==> config.mk <==
export PLATFORM = sky130hd
export DESIGN_NAME = dma_slot_arbiter
export DESIGN_NICKNAME = d
export VERILOG_FILES = /design/src/rtl/dma_arb_pkg.sv /design/src/rtl/dma_req_qualify.sv /design/src/rtl/dma_pick_resolve.sv /design/src/rtl/dma_rot_state.sv /design/src/rtl/dma_slot_arbiter.sv
export SDC_FILE = /design/constraint.sdc
export NUM_CORES = 1
export LEC_CHECK = 0
export ABC_AREA = 1
export BUFFER_PORTS_ARGS = -buffer_cell sky130_fd_sc_hd__buf_2
export CAP_MARGIN = 10
export CORE_AREA = 2 2 39 41
export DETAILED_ROUTE_END_ITERATION = 7
export DIE_AREA = 0 0 41 43
export HOLD_SLACK_MARGIN = 0.12
export PLACE_DENSITY = 0.3
export SLEW_MARGIN = 5
export SYNTH_ARGS = -nofsm -noshare
export SYNTH_HDL_FRONTEND = slang
export SYNTH_SLANG_ARGS = --single-unit
==> constraint.sdc <==
create_clock -name clk -period 0.9 [get_ports clk]
set_input_delay 0.18 -clock clk [delete_from_list [all_inputs] [get_ports clk]]
set_output_delay 0.18 -clock clk [all_outputs]
set_load 0.02 [all_outputs]
==> src/rtl/dma_arb_pkg.sv <==
package dma_arb_pkg;
  localparam int NUM_CH   = 2;
  localparam int CH_IDX_W = (NUM_CH > 1) ? $clog2(NUM_CH) : 1;

  typedef logic [NUM_CH-1:0]   ch_vec_t;
  typedef logic [CH_IDX_W-1:0] ch_idx_t;

  typedef struct packed {
    logic    valid;
    ch_idx_t chan;
  } grant_t;
endpackage

==> src/rtl/dma_req_qualify.sv <==
module dma_req_qualify
  import dma_arb_pkg::*;
(
  input  ch_vec_t req_lvl,
  input  ch_vec_t armed,
  output ch_vec_t qual
);
  for (genvar g = 0; g < NUM_CH; g++) begin : g_ch
    assign qual[g] = req_lvl[g] & armed[g];
  end
endmodule

==> src/rtl/dma_pick_resolve.sv <==
module dma_pick_resolve
  import dma_arb_pkg::*;
(
  input  ch_vec_t qual,
  input  ch_vec_t prio,
  input  logic    rot,
  output grant_t  pick
);
  logic prio_split;

  assign prio_split = prio[0] ^ prio[1];

  always_comb begin
    pick.valid = |qual;
    pick.chan  = '0;
    unique case (qual)
      2'b01: pick.chan = ch_idx_t'(0);
      2'b10: pick.chan = ch_idx_t'(1);
      2'b11: begin
        if (prio_split) pick.chan = prio[1] ? ch_idx_t'(1) : ch_idx_t'(0);
        else            pick.chan = rot     ? ch_idx_t'(0) : ch_idx_t'(1);
      end
      default: pick.chan = '0;
    endcase
  end
endmodule

==> src/rtl/dma_rot_state.sv <==
module dma_rot_state (
  input  logic clk,
  input  logic rst,
  input  logic take,
  output logic rot
);
  always_ff @(posedge clk) begin
    if (rst)       rot <= 1'b0;
    else if (take) rot <= ~rot;
  end


  rot_flip_chk: assert property (@(posedge clk) disable iff (rst)
    take |=> (rot != $past(rot)));


  rot_hold_chk: assert property (@(posedge clk) disable iff (rst)
    !take |=> $stable(rot));
endmodule

==> src/rtl/dma_slot_arbiter.sv <==
module dma_slot_arbiter
  import dma_arb_pkg::*;
(
  input  logic                clk,
  input  logic                rst,
  input  logic [NUM_CH-1:0]   req_lvl,
  input  logic [NUM_CH-1:0]   armed,
  input  logic [NUM_CH-1:0]   prio,
  output logic                grant_valid,
  output logic [CH_IDX_W-1:0] grant_channel,
  output logic                cpu_stall
);
  ch_vec_t qual;
  grant_t  pick;
  logic    rot;

  dma_req_qualify u_qual (
    .req_lvl (req_lvl),
    .armed   (armed),
    .qual    (qual)
  );

  dma_rot_state u_rot (
    .clk  (clk),
    .rst  (rst),
    .take (pick.valid),
    .rot  (rot)
  );

  dma_pick_resolve u_pick (
    .qual (qual),
    .prio (prio),
    .rot  (rot),
    .pick (pick)
  );

  always_ff @(posedge clk) begin
    if (rst) begin
      grant_valid   <= 1'b0;
      cpu_stall     <= 1'b0;
      grant_channel <= '0;
    end else begin
      grant_valid   <= pick.valid;
      cpu_stall     <= pick.valid;
      grant_channel <= pick.chan;
    end
  end


  stall_match_chk: assert property (@(posedge clk) disable iff (rst)
    cpu_stall == grant_valid);


  idle_no_grant_chk: assert property (@(posedge clk) disable iff (rst)
    !$past(rst) && ($past(req_lvl & armed) == '0) |-> !grant_valid);


  lone_req_chk: assert property (@(posedge clk) disable iff (rst)
    !$past(rst) && $onehot($past(req_lvl & armed)) |->
      grant_valid && (grant_channel == ($past(req_lvl & armed) == 2'b10)));


  prio_win_chk: assert property (@(posedge clk) disable iff (rst)
    !$past(rst) && ($past(req_lvl & armed) == 2'b11) && $onehot($past(prio)) |->
      grant_valid && (grant_channel == $past(prio[1])));
endmodule

==> reports/qor.yml <==
timing.rr.end: "u_rot.rot$_SDFFE_PP0P_"
first_iter_violations: 1
yosys_warnings: 0
min_path_cells: 3
drive_gt1_share_pct: 48.5
reg2reg_slack_ns: 0.21
path_buf_inv: 1
cp_max_fo: 2
htree_levels: 1
grt_start_max_net_pins: 5
period_needed_ns: 0.862
dieArea_sq_mm: 0.00176
ys_ff_latch: 3
cts.reportedPaths.clkPinSlew_ns: 0.04
path_cells: "buf_6"
power_uw: 467
clock_sinks: 3
hold_viol: 0
track_usage_pct: 5.51
arrival_ns: 0.68
hp-start: "prio[1]"
relSlewSlack_pct: 89.6
start_kind: "register"
power_leakage_nw: 0.129
initial_core_util_pct: 9.95
placed_area_sq_um: 200
syn_area_sq_um: 138
via_per_inst: 3.41
fmax_mhz: 1160
cpLargestDelayFamily: "flip-flops"
cap_violations: 0
cp_slowest_cell: "dfxtp_2"
synth.net_count: 27
rsz0062_at_grt: "false"
final-setup-viol-count: 0
overflow: 0
seq_area_frac_synth_pct: 43.6
finalCritPeriodShare_pct: 95.8
worst-r2r-cell-count: 3
min_to: "grant_channel$_SDFF_PP0_"
fin_area_sq_um: 253
syn-mean-instance-area_sq_um: 7.24
first_pass_iters: 2
grt_pass1_vias: 139
fp.dieH_um: 43
critPathKind: "reg -> out"
required_ns: 0.72
peakVddDrop_mv: 0.774
nets: 42
finalWirelength_um: 337
remaining_drc_errors: 0
cts_tree: "done"
postSynthCellCount: 19
ios: 11
route.vias.total: 167
antenna_left: 0
globalplace.congestion: 0.703
io_buffers: 10
status: "finished clean"
syn_to_final_growth_pct: 83.6
power_density_mw_per_mm2: 1850
clk_path_buf_depth: 2
clock_skew_ns: 0.0000637
cp-end-kind: "output pin"
antenna_cells: 0
max_stage_delay_ns: 0.33
slew_viol_final: 0
root_buffer: "clkbuf_4"
rows: 14
tightest_slew_ns: 0.156
cts_setup_buffers: 0
worstHoldPathType: "in -> reg"
clock_latency_ns: 0.24
grt_pass1_wl_um: 558
r2r_start: "u_rot.rot$_SDFFE_PP0P_"
tns_ns: 0
numCtsBuffers: 3
ys_types: 9
die_w_um: 41
core-area_sq_mm: 0.00138
antenna_found_initial: 0
routedWlPerCell_um: 6.88
## worst register-to-register path: stages, from the launching register on
cell and delay [ns]:
dfxtp_1 0.34, inv_1 0.07, a21oi_1 0.11, nor2_1 0.06
## final cells by class
cell class	instances	area [sq um]
clock buffer	4	26.3
fill	156	1130
inverter	2	7.51
multi-input combinational	13	62.6
sequential	3	61.3
tap	16	20.0
timing repair buffer	11	75.1
## Yosys cell counts
library cell | n | area share (%)
nand2_1 | 4 | 11
a21oi_1 | 3 | 11
dfxtp_1 | 3 | 44
nor2_1 | 3 | 8.2
inv_1 | 2 | 5.5
buf_4 | 1 | 5.5
nand2_2 | 1 | 4.5
nand3_1 | 1 | 3.6
nand3_2 | 1 | 7.3
## cell families (layout without fill, tap and decap cells)
family,after synthesis,count (layout),share of synthesized area [%]
DFF,3,3,43.6
buffers and inverters,3,17,10.9
AOI/OAI and AO/OA,3,3,10.9
and+or+nand+nor,10,10,34.5
## how the worst max path moves through the flow
stage | from | to | cells after the start
after floorplan | cpu_stall$_SDFF_PP0_ | grant_valid | 1
after global placement | req_lvl[0] | u_rot.rot$_SDFFE_PP0P_ | 5
after detailed placement | req_lvl[0] | u_rot.rot$_SDFFE_PP0P_ | 5
after CTS | cpu_stall$_SDFF_PP0_ | cpu_stall | 1
after global routing | cpu_stall$_SDFF_PP0_ | cpu_stall | 1
final | cpu_stall$_SDFF_PP0_ | cpu_stall | 1
## where the power goes
part	leakage [nW]	internal (mW)	switching (mW)
logic	0.0890	0.0374	0.0356
clock network	0.0150	0.167	0.0779
registers	0.0251	0.143	0.00575
total	0.129	0.347	0.119
## routing by layer
metal  wire (um)  track usage [%]  vias to the layer above
met5           0                0                        -
met4           0                0                        0
met3          76             9.42                        0
met2         113             5.00                       13
met1         147             6.71                       68
li1            -                -                       86
## per-stage QoR
step                util [%]  cells  hold slack, ns  worst slack (ns)
floorplan                  -     19           0.249             0.125
global placement        14.5     44           0.364             0.216
detailed placement      14.5     44           0.357             0.206
CTS                     17.1     49           0.191           0.00528
global route            18.3     49           0.206           0.00255
finish                  18.3     49           0.191            0.0380
## repair_timing
| action | 4_1_cts | 5_1_grt |
|---|---|---|
| hold buffers | 1 | 0 |
| hold endpoints to repair | 1 | 0 |
| endpoints found under the setup margin | 0 | 3 |
| resized for setup | 0 | 6 |
## cell usage in the layout (no fill, tap or decap)
cell type / n
buf_4: 1
nand2_1: 4
dfxtp_1: 2
nand3_1: 1
buf_2: 7
a21oi_1: 3
clkbuf_1: 1
dfxtp_2: 1
nand3_2: 1
nand2_2: 1
dlygate4sd3_1: 1
inv_1: 2
clkbuf_4: 3
buf_6: 2
nor2_1: 3
## flip-flops by register name, indices dropped and copies added, names as in the netlist
signal and cells:
cpu_stall 1, grant_channel 1, u_rot.rot 1
Power figures use the tool's default switching activity.
